--- config.mk ---
export PLATFORM = sky130hd
export DESIGN_NAME = dly_timer
export DESIGN_NICKNAME = d
export VERILOG_FILES = /design/src/rtl/dly_timer_pkg.sv /design/src/rtl/dly_prescale.sv /design/src/rtl/dly_span.sv /design/src/rtl/dly_fsm.sv /design/src/rtl/dly_timer.sv
export SDC_FILE = /design/constraint.sdc
export NUM_CORES = 1
export LEC_CHECK = 0
export ABC_AREA = 1
export BUFFER_PORTS_ARGS = -buffer_cell sky130_fd_sc_hd__buf_2
export CAP_MARGIN = 30
export CELL_PAD_IN_SITES_DETAIL_PLACEMENT = 0
export CELL_PAD_IN_SITES_GLOBAL_PLACEMENT = 1
export CORE_ASPECT_RATIO = 0.75
export CORE_MARGIN = 5
export CORE_UTILIZATION = 39
export DETAILED_ROUTE_END_ITERATION = 16
export PLACE_DENSITY = 0.8
export SLEW_MARGIN = 15
export SYNTH_ARGS = -nofsm -noshare
export SYNTH_HDL_FRONTEND = slang
export SYNTH_SLANG_ARGS = --single-unit
--- constraint.sdc ---
create_clock -name clk -period 2.8 [get_ports clk]
set_clock_uncertainty 0.2 [all_clocks]
set_input_delay 0.14 -clock clk [delete_from_list [all_inputs] [get_ports clk]]
set_output_delay 0.14 -clock clk [all_outputs]
set_load 0.02 [all_outputs]
--- src/rtl/dly_timer_pkg.sv ---
package dly_timer_pkg;

    typedef enum logic [1:0] {
        MD_OPER  = 2'b00,
        MD_RELS  = 2'b01,
        MD_BOTH  = 2'b10,
        MD_SHOT  = 2'b11
    } mode_e;

    typedef enum logic [2:0] {
        ST_HIGH   = 3'd0,
        ST_ARM_LO = 3'd1,
        ST_LOW    = 3'd2,
        ST_ARM_HI = 3'd3,
        ST_SHOT   = 3'd4
    } state_e;

endpackage

--- src/rtl/dly_prescale.sv ---
module dly_prescale #(
    parameter int FACT_A = 3000,
    parameter int FACT_B = 3600,
    parameter int PC_W   = 12
) (
    input  logic       clk,
    input  logic       clr,
    input  logic       start,
    input  logic       run,
    input  logic       tick,
    input  logic [1:0] sel,
    output logic       unit
);

    logic [PC_W-1:0] fact_q;
    logic [PC_W-1:0] cnt_q;
    logic            last;

    function automatic logic [PC_W-1:0] pick(input logic [1:0] s);
        case (s)
            2'b01:   pick = PC_W'(FACT_A);
            2'b10:   pick = PC_W'(FACT_B);
            default: pick = PC_W'(1);
        endcase
    endfunction

    assign last = (cnt_q == fact_q - PC_W'(1));
    assign unit = run & tick & last;

    always_ff @(posedge clk) begin
        if (clr || start) begin
            fact_q <= pick(sel);
            cnt_q  <= '0;
        end else if (run && tick) begin
            cnt_q <= last ? '0 : cnt_q + PC_W'(1);
        end
    end

    AST_PRESC_RANGE: assert property (@(posedge clk) disable iff (clr)
        run |-> (cnt_q < fact_q));

endmodule

--- src/rtl/dly_span.sv ---
module dly_span #(
    parameter int WB_W = 8,
    parameter int DC_W = 9
) (
    input  logic            clk,
    input  logic            clr,
    input  logic            start,
    input  logic            shot,
    input  logic [WB_W-1:0] weight,
    input  logic            unit,
    output logic            done
);

    logic [DC_W-1:0] tgt_q;
    logic [DC_W-1:0] cnt_q;

    assign done = unit & (cnt_q == tgt_q - DC_W'(1));

    always_ff @(posedge clk) begin
        if (clr) begin
            tgt_q <= DC_W'(1);
            cnt_q <= '0;
        end else if (start) begin
            tgt_q <= shot ? {weight, 1'b0} : {weight, 1'b1};
            cnt_q <= '0;
        end else if (unit) begin
            cnt_q <= cnt_q + DC_W'(1);
        end
    end

    AST_NO_OVERFLOW: assert property (@(posedge clk) disable iff (clr)
        unit |-> (cnt_q < tgt_q));

endmodule

--- src/rtl/dly_fsm.sv ---
module dly_fsm
    import dly_timer_pkg::*;
(
    input  logic       clk,
    input  logic       clr,
    input  logic       trig,
    input  logic [1:0] mode,
    input  logic       wzero,
    input  logic       done,
    output logic       start,
    output logic       shot,
    output logic       run,
    output logic       high_lvl
);

    state_e state, nxt;
    logic   trig_q, clr_q;
    logic   rise, fall, release_ev;
    mode_e  md;

    assign md         = mode_e'(mode);
    assign rise       = trig & ~trig_q;
    assign fall       = ~trig & trig_q;
    assign release_ev = clr_q & ~clr;

    always_ff @(posedge clk) begin
        state  <= nxt;
        trig_q <= trig;
        clr_q  <= clr;
    end

    always_comb begin
        nxt = state;
        if (clr) begin
            nxt = ST_HIGH;
        end else if (release_ev) begin
            nxt = ST_HIGH;
            if (trig) begin
                unique case (md)
                    MD_OPER, MD_BOTH: nxt = ST_ARM_LO;
                    MD_RELS:          nxt = ST_LOW;
                    default:          nxt = ST_HIGH;
                endcase
            end
        end else begin
            unique case (state)
                ST_HIGH: begin
                    if (rise) begin
                        unique case (md)
                            MD_OPER, MD_BOTH: nxt = ST_ARM_LO;
                            MD_RELS:          nxt = ST_LOW;
                            default:          nxt = wzero ? ST_HIGH : ST_SHOT;
                        endcase
                    end
                end
                ST_ARM_LO: begin
                    if (fall)      nxt = ST_HIGH;
                    else if (done) nxt = ST_LOW;
                end
                ST_LOW: begin
                    if (fall) begin
                        nxt = (md == MD_RELS || md == MD_BOTH) ? ST_ARM_HI : ST_HIGH;
                    end
                end
                ST_ARM_HI: begin
                    if (rise)      nxt = ST_LOW;
                    else if (done) nxt = ST_HIGH;
                end
                ST_SHOT: begin
                    if (done) nxt = ST_HIGH;
                end
                default: nxt = ST_HIGH;
            endcase
        end
    end

    always_comb begin
        high_lvl = (state == ST_HIGH) || (state == ST_ARM_LO);
        run      = (state == ST_ARM_LO) || (state == ST_ARM_HI) || (state == ST_SHOT);
        shot     = (nxt == ST_SHOT);
        start    = (nxt != state) &&
                   ((nxt == ST_ARM_LO) || (nxt == ST_ARM_HI) || (nxt == ST_SHOT));
    end

    AST_CLR_IDLE: assert property (@(posedge clk)
        clr |=> (state == ST_HIGH));

    AST_SHOT_HOLD: assert property (@(posedge clk) disable iff (clr)
        (state == ST_SHOT && !done) |=> (state == ST_SHOT));

    AST_PULSE_NONZERO: assert property (@(posedge clk) disable iff (clr)
        (start && shot) |-> !wzero);

    AST_START_RUNS: assert property (@(posedge clk) disable iff (clr)
        start |=> run);

endmodule

--- src/rtl/dly_timer.sv ---
module dly_timer #(
    parameter int WB_W   = 8,
    parameter int FACT_A = 3000,
    parameter int FACT_B = 3600
) (
    input  logic            clk,
    input  logic            tick_en,
    input  logic            tmr_clr,
    input  logic            trg_in,
    input  logic [1:0]      mode_sel,
    input  logic [WB_W-1:0] wt,
    input  logic [1:0]      psc_sel,
    output logic            dly_n
);

    localparam int FACT_MAX = (FACT_A > FACT_B) ? FACT_A : FACT_B;
    localparam int PC_W     = $clog2(FACT_MAX + 1);
    localparam int DC_W     = WB_W + 1;

    logic start, shot, run, high_lvl, unit, done;

    dly_fsm u_fsm (
        .clk      (clk),
        .clr      (tmr_clr),
        .trig     (trg_in),
        .mode     (mode_sel),
        .wzero    (wt == '0),
        .done     (done),
        .start    (start),
        .shot     (shot),
        .run      (run),
        .high_lvl (high_lvl)
    );

    dly_prescale #(.FACT_A(FACT_A), .FACT_B(FACT_B), .PC_W(PC_W)) u_psc (
        .clk   (clk),
        .clr   (tmr_clr),
        .start (start),
        .run   (run),
        .tick  (tick_en),
        .sel   (psc_sel),
        .unit  (unit)
    );

    dly_span #(.WB_W(WB_W), .DC_W(DC_W)) u_span (
        .clk    (clk),
        .clr    (tmr_clr),
        .start  (start),
        .shot   (shot),
        .weight (wt),
        .unit   (unit),
        .done   (done)
    );

    assign dly_n = tmr_clr ? 1'b1 : high_lvl;

endmodule

==> results of run 1 <==
[logic make-up (layout without fill, tap and decap cells)]
group           count (synthesis)  count (layout)  share of synthesized area [%]
compound gates                 30              30                           6.25
xor+xnor                       14              14                           4.54
fa+ha+maj                      10              10                           4.63
buf+inv                        78             129                           11.9
flops                          39              39                           30.4
mux                             1               1                          0.371
simple gates                  235             236                           42.0
[metrics by stage]
step	setup slack [ps]	total power [mW]	setup TNS, ps	hold slack, ps
final	27.6	1.41	0	158
after global routing	-153	1.49	-4330	176
after CTS	-31.3	1.38	-232	154
after detailed placement	46.6	0.894	0	93.7
after global placement	115	0.891	0	87.4
after floorplan	5.93	0.816	0	-32.3
[repair_timing]
item	4_1_cts	5_1_grt
gates cloned	0	2
buffers inserted	2	4
endpoints found under the setup margin	9	34
resized for setup	5	28
pin swaps	8	9
endpoints found under the hold margin	14	0
hold buffers	12	0
[flip-flops by register name, indices dropped and copies added, names as in the netlist]
register / count
u_fsm.clr_q: 1
u_span.tgt_q: 9
u_fsm.trig_q: 1
u_psc.fact_q: 4
u_fsm.state: 3
u_span.cnt_q: 9
u_psc.cnt_q: 12
[placed cells by master, fill, tap and decap left out, types with 2 or more instances in the layout]
cell type      instances
nand2_1              101
inv_1                 68
nor2_1                44
nand3_1               37
dfxtp_1               35
buf_2                 16
nor2_4                15
dlygate4sd3_1         12
buf_4                 12
xor2_1                11
a21oi_1               11
ha_1                   9
nor2_2                 8
nand2_2                8
o21ai_0                7
inv_2                  6
nand3_2                5
clkbuf_8               5
edfxtp_1               4
xnor2_1                3
nand2_4                3
nand3_4                3
nor3_1                 3
a21oi_2                3
nand4_1                3
buf_12                 3
o21ai_1                2
o31ai_1                2
nor4_1                 2
nand2_8                2
buf_6                  2
[worst min path at each step]
| stage | from | endpoint | slack, ps | cells past startpoint |
|---|---|---|---|---|
| after floorplan | tmr_clr | u_fsm.clr_q | -30 | 0 |
| after global routing | tick_en | u_psc.cnt_q[4] | 180 | 6 |
| after detailed placement | tmr_clr | u_fsm.clr_q | 90 | 1 |
| after global placement | tmr_clr | u_fsm.clr_q | 90 | 1 |
| after CTS | tick_en | u_psc.cnt_q[4] | 150 | 6 |
| final | tick_en | u_psc.cnt_q[4] | 160 | 6 |
[power by group]
group          internal (mW)  switching [mW]
Combinational          0.143           0.198
Sequential             0.582          0.0185
Clock                  0.261           0.209
[routing by layer]
| layer | share of wire, % | track usage (%) | wire, µm |
|---|---|---|---|
| met2 | 42 | 22.1 | 2560 |
| met5 | 0 | 0 | 0 |
| met1 | 52 | 20.1 | 3150 |
| met4 | 1.5 | 5.05 | 90 |
| met3 | 4.7 | 2.59 | 283 |
[layout make-up]
class / instances / area share, %
tap: 84 / 3.07
timing repair buffer: 47 / 12.1
inverter: 74 / 8.11
clock buffer: 5 / 2.01
clock inverter: 3 / 1.13
sequential: 39 / 24.0
multi-input combinational: 291 / 49.7
[critical path, stage by stage, from the launching register on]
cell	delay, ps
edfxtp_1	420
inv_2	100
ha_4	210
nand2_2	60
inv_2	30
nor2_1	70
nand2_1	60
nor2_2	90
nand3_2	90
nor2_4	130
nand3_4	110
nor2_4	130
buf_6	110
a21oi_2	50
nand3_2	100
nand2_2	80
nand2_2	80
nand2_2	60
nand2_4	110
nand2_8	80
nand2_8	110
buf_12	150
nor2_4	30
==> qor.txt, run 1 <==
Status -> complete, no violations
DRT iter0 DRCs -> 103
Finished Core Util -> 50.6%
Cell Count, Final, Fillers Out -> 543
Post-synth EDFFs -> 4
Yosys reg bits -> 39
Root Driver -> clkbuf_8
Total core area -> 6770 µm²
Fmax -> 0.361 GHz
CTS Buffer Depth -> 2
Setup violations, final -> 0
R2r endpoint -> u_span.cnt_q[2]
WL final -> 6080 µm
Total die area -> 8710 µm²
First-pass GRT wire length -> 9980 µm
Post-synth top area share -> 25.9%
Synthesized instance count -> 407
RSZ-0062 raised after global routing -> true
CP Max Fanout -> 7
Total gr overflow -> 0
Placed insts -> 515
DR vias -> 2507
DIE HEIGHT -> 82.1 µm
Layout cells sized above 1 -> 21.4%
Synth area leader -> dfxtp_1
Worst path arrival time -> 2770 ps
Tightest Hold Check Type -> primary input to register
Ys Warns -> 0
Slew Viols, Final -> 0
CP startpoint -> u_psc.fact_q[0]
H-tree levels -> 2
CTS Buf Count -> 5
Worst R2R Path Depth -> 22
Port Buffers -> 16
Number of global-route vias before repair -> 2186
Startpoint type of the worst setup path -> register
Leakage -> 1.56 nW
Die X -> 106 µm
Wire length per cell after detailed routing -> 11.2 µm
Initial Util -> 39.9%
R2r startpoint -> u_psc.fact_q[0]
Top cells by instance count after synthesis -> 106 x nand2_1, 69 x inv_1, 51 x nor2_1, 41 x nand3_1, 35 x dfxtp_1
Period utilization -> 99.0%
CTS tree -> yes
Synth Net Count -> 433
Clock-pin transition on the worst setup and hold timing paths -> 80 ps
Max VDD drop -> 0.000293 V
Top post-synthesis cells by area -> dfxtp_1 26%, nand2_1 15%, inv_1 9.6%
Remaining DRCs -> 0
Critical Path Sink Type -> register
Critical path class -> register to register
Min Tclk post-route -> 2770 ps
Sequential share of the synthesized area -> 30.4%
Top Ports -> 17
CP endpoint -> u_span.cnt_q[2]
Async SR Flop Fraction -> 0%
Relative slew slack -> 73.4%
Syn avg cell area -> 6.64 µm²
Area Overhead vs Synth -> 26.8%
Final antenna-violating net count -> 0
Antenna cells -> 0
HPWL Detailed -> 4420 µm
Slew @ Worst Pin -> 395 ps
Router iterations before antenna repair -> 4
Final Hold Vio Count -> 0
# fillers -> 701
Initial antenna violation count -> 0
Area after DPL -> 2960 µm²
Area of the multi-input gates -> 1700 µm²
Synth cell types -> 33
Register area -> 821 µm²
Std-Cell Rows -> 26
Critical path required time -> 2790 ps
Post-Syn Area -> 2700 µm²
Global Route Usage Sum -> 14.3%
Pwr dens -> 412 nW/µm²
Worst-skew pair later-pin latency -> 300 ps
Final instance area -> 3420 µm²
GPL Wtd Cong -> 0.849
Sink Count -> 39
Largest net degree at the start of global routing -> 18
Top-count cell post-synth -> nand2_1
Ys flop type -> dfxtp_1
Worst reg-to-reg setup slack -> 30 ps
Via-to-Cell Ratio -> 4.62
Nets -> 484
Max_cap viols -> 0
Note: power is estimated with default switching activity, not from simulation.
==> inputs of run 2 (changes only) <==
REMOVE_ABC_BUFFERS = 1   (was not set)
==> run 2 against run 1 <==
  * The run now ends with negative setup slack left
  * Cell count is 0.74% higher
  * Hold slack improved by 28 ps
  * Register-to-register slack got worse by 60 ps
  * Combinational power is 15% higher
  * Design area up 3.0%
==> qor.txt, run 2 (same netlist as run 1, synthesis figures left out) <==
Total die area -> 8710 µm² (unchanged)
Most frequent cells in the layout -> 100 x nand2_1, 66 x inv_1, 42 x nor2_1
Final setup margin -> -31.0 ps (-58.6 ps)
Antenna cells -> 0 (unchanged)
HPWL Detailed -> 4390 µm (-0.68%)
Router iterations before antenna repair -> 4 (unchanged)
Leakage -> 1.58 nW (+1.2%)
Layout cells sized above 1 -> 24.6% (+3.3 points)
Hold path start -> tick_en
Number of global-route vias before repair -> 2306 (+5.5%)
Fmax -> 0.353 GHz (-2.1%)
Tightest Hold Check Type -> primary input to register
Relative slew slack -> 71.6% (-1.8 points)
Period utilization -> 101% (+2.1 points)
Startpoint type of the worst setup path -> register
Total gr overflow -> 0 (unchanged)
CTS Buffer Depth -> 2 (unchanged)
R2r startpoint -> u_psc.fact_q[8]
Failing checks -> negative setup slack
WL final -> 6360 µm (+4.6%)
Final Hold Vio Count -> 0 (unchanged)
Sink Count -> 39 (unchanged)
Die X -> 106 µm (unchanged)
Hold path depth -> 6 (unchanged)
Slew Viols, Final -> 0 (unchanged)
DP Worst Slack -> -32.3 ps (-78.8 ps)
DIE HEIGHT -> 82.1 µm (unchanged)
R2r endpoint -> u_span.cnt_q[2]
Status -> finished, violations left
Setup violations, final -> 20 (+20)
RSZ-0062 raised after global routing -> true
Total power -> 1.37 mW (-3.2%)
Seq pwr share -> 44.2% (+1.7 points)
Most common cell after layout, fill and taps aside -> nand2_1
Wire length per cell after detailed routing -> 11.6 µm (+3.8%)
Int Power -> 0.931 mW (-5.6%)
First-pass GRT wire length -> 10400 µm (+3.9%)
Biggest register -> u_psc.cnt_q
Initial antenna violation count -> 0 (unchanged)
Min Tclk post-route -> 2830 ps (+58.6 ps)
Worst Hold Path EP -> u_psc.cnt_q[4]
CP Max Fanout -> 8 (+1)
Global Route Usage Sum -> 14.6% (+0.27 points)
Pwr dens -> 387 nW/µm² (-6.0%)
Critical path class -> register to register
Worst R2R Path Depth -> 20 (-9.1%)
GPL Wtd Cong -> 0.846 (-0.26%)
Clock share of power -> 27.2% (-6.1 points)
Root Driver -> clkbuf_8
H-tree levels -> 2 (unchanged)
Max_cap viols -> 0 (unchanged)
DR vias -> 2565 (+2.3%)
Largest net degree at the start of global routing -> 17 (-1)
Critical Path Sink Type -> register
Max VDD drop -> 0.000234 V (-20%)
Fin Hold WS -> 187 ps (+28.1 ps)
DRT iter0 DRCs -> 93 (-9.7%)
Top Ports -> 17 (unchanged)
CTS tree -> yes
Final instance area -> 3530 µm² (+3.0%)
Total core area -> 6770 µm² (unchanged)
Remaining DRCs -> 0 (unchanged)
Max FFs per register -> 12 (unchanged)
Std-Cell Rows -> 26 (unchanged)
P_sw -> 0.436 mW (+2.5%)
Worst path arrival time -> 2860 ps (+90 ps)
Critical path required time -> 2830 ps (+40 ps)
Combinational power share -> 28.6% (+4.4 points)
Registers with the most flip-flops -> u_psc.cnt_q x12, u_span.cnt_q x9, u_span.tgt_q x9
Net Sw Frac -> 31.9% (+1.8 points)
Area after DPL -> 2920 µm² (-1.2%)
Final antenna-violating net count -> 0 (unchanged)
Slew @ Worst Pin -> 422 ps (+27.2 ps)
Port Buffers -> 16 (unchanged)
Worst reg-to-reg setup slack -> -30 ps (-60 ps)
Nets -> 488 (+0.83%)
Worst-skew pair later-pin latency -> 290 ps (about the same)
Area Overhead vs Synth -> 30.6%
Via-to-Cell Ratio -> 4.69 (+1.6%)
Clock-pin transition on the worst setup and hold timing paths -> 80 ps (about the same)
CTS Buf Count -> 5 (unchanged)
Initial Util -> 39.9% (unchanged)
==> run 2: timing repair <==
| action | in CTS | in global routing |
|---|---|---|
| cloned | 0 | 3 |
| endpoints found under the setup margin | 18 | 34 |
| setup buffers | 2 | 10 |
| pin swaps | 1 | 14 |
| hold endpoints to repair | 14 | 0 |
| hold buffers | 12 | 0 |
| resized for setup | 3 | 54 |
==> run 2: worst max-delay path by stage <==
stage,startpoint,end,slack [ps]
after floorplan,u_psc.fact_q[8],u_psc.fact_q[0],-110
after global placement,u_span.tgt_q[0],u_span.cnt_q[0],40
after detailed placement,u_psc.fact_q[8],u_span.cnt_q[0],-30
after CTS,u_psc.fact_q[8],u_span.cnt_q[0],1
after global routing,u_psc.fact_q[8],u_span.cnt_q[2],-270
final,u_psc.fact_q[8],u_span.cnt_q[2],-30
==> run 2: cell type report <==
cell class / instances / area, µm²
fill: 658 / 3240
multi-input combinational: 291 / 1780
sequential: 39 / 823
timing repair buffer: 51 / 460
inverter: 74 / 278
tap: 84 / 105
clock buffer: 7 / 76.3
clock inverter: 1 / 5.00
==> run 2: critical path, stage by stage (launching register included) <==
cell and delay [ps]:
edfxtp_1 410, inv_2 130, ha_4 210, nand2_2 70
inv_2 30, nor2_2 60, nand2_1 60, nor2_2 120
nand3_2 90, nor2_4 120, nand3_4 110, o21bai_1 150
nand3_1 150, nand3_2 100, nand2_2 70, nor2_4 150
nand2_8 110, nand2_8 120, nand2_8 80, buf_12 160
nor2_4 70
==> run 2: metrics by stage <==
stage / setup TNS (ps) / utilization [%] / instances
finish: -402 / 52.1 / 547
global route: -8150 / 52.1 / 547
CTS: 0 / 46.7 / 534
detailed placement: -134 / 43.2 / 512
global placement: 0 / 43.2 / 512
floorplan: -444 / - / 403
==> run 2: power by group through the flow <==
stage | Clock, mW | Combinational, mW | Sequential, mW
floorplan | 0 | 0.194 | 0.609
global placement | 0 | 0.267 | 0.614
detailed placement | 0 | 0.269 | 0.613
CTS | 0.390 | 0.289 | 0.600
global route | 0.415 | 0.439 | 0.606
finish | 0.372 | 0.391 | 0.603
==> run 2: per-layer routing <==
layer | GRT usage, % | wire (µm)
met5 | 0 | 0
met4 | 3.49 | 51
met3 | 2.99 | 291
met2 | 23.5 | 2840
met1 | 20.2 | 3180
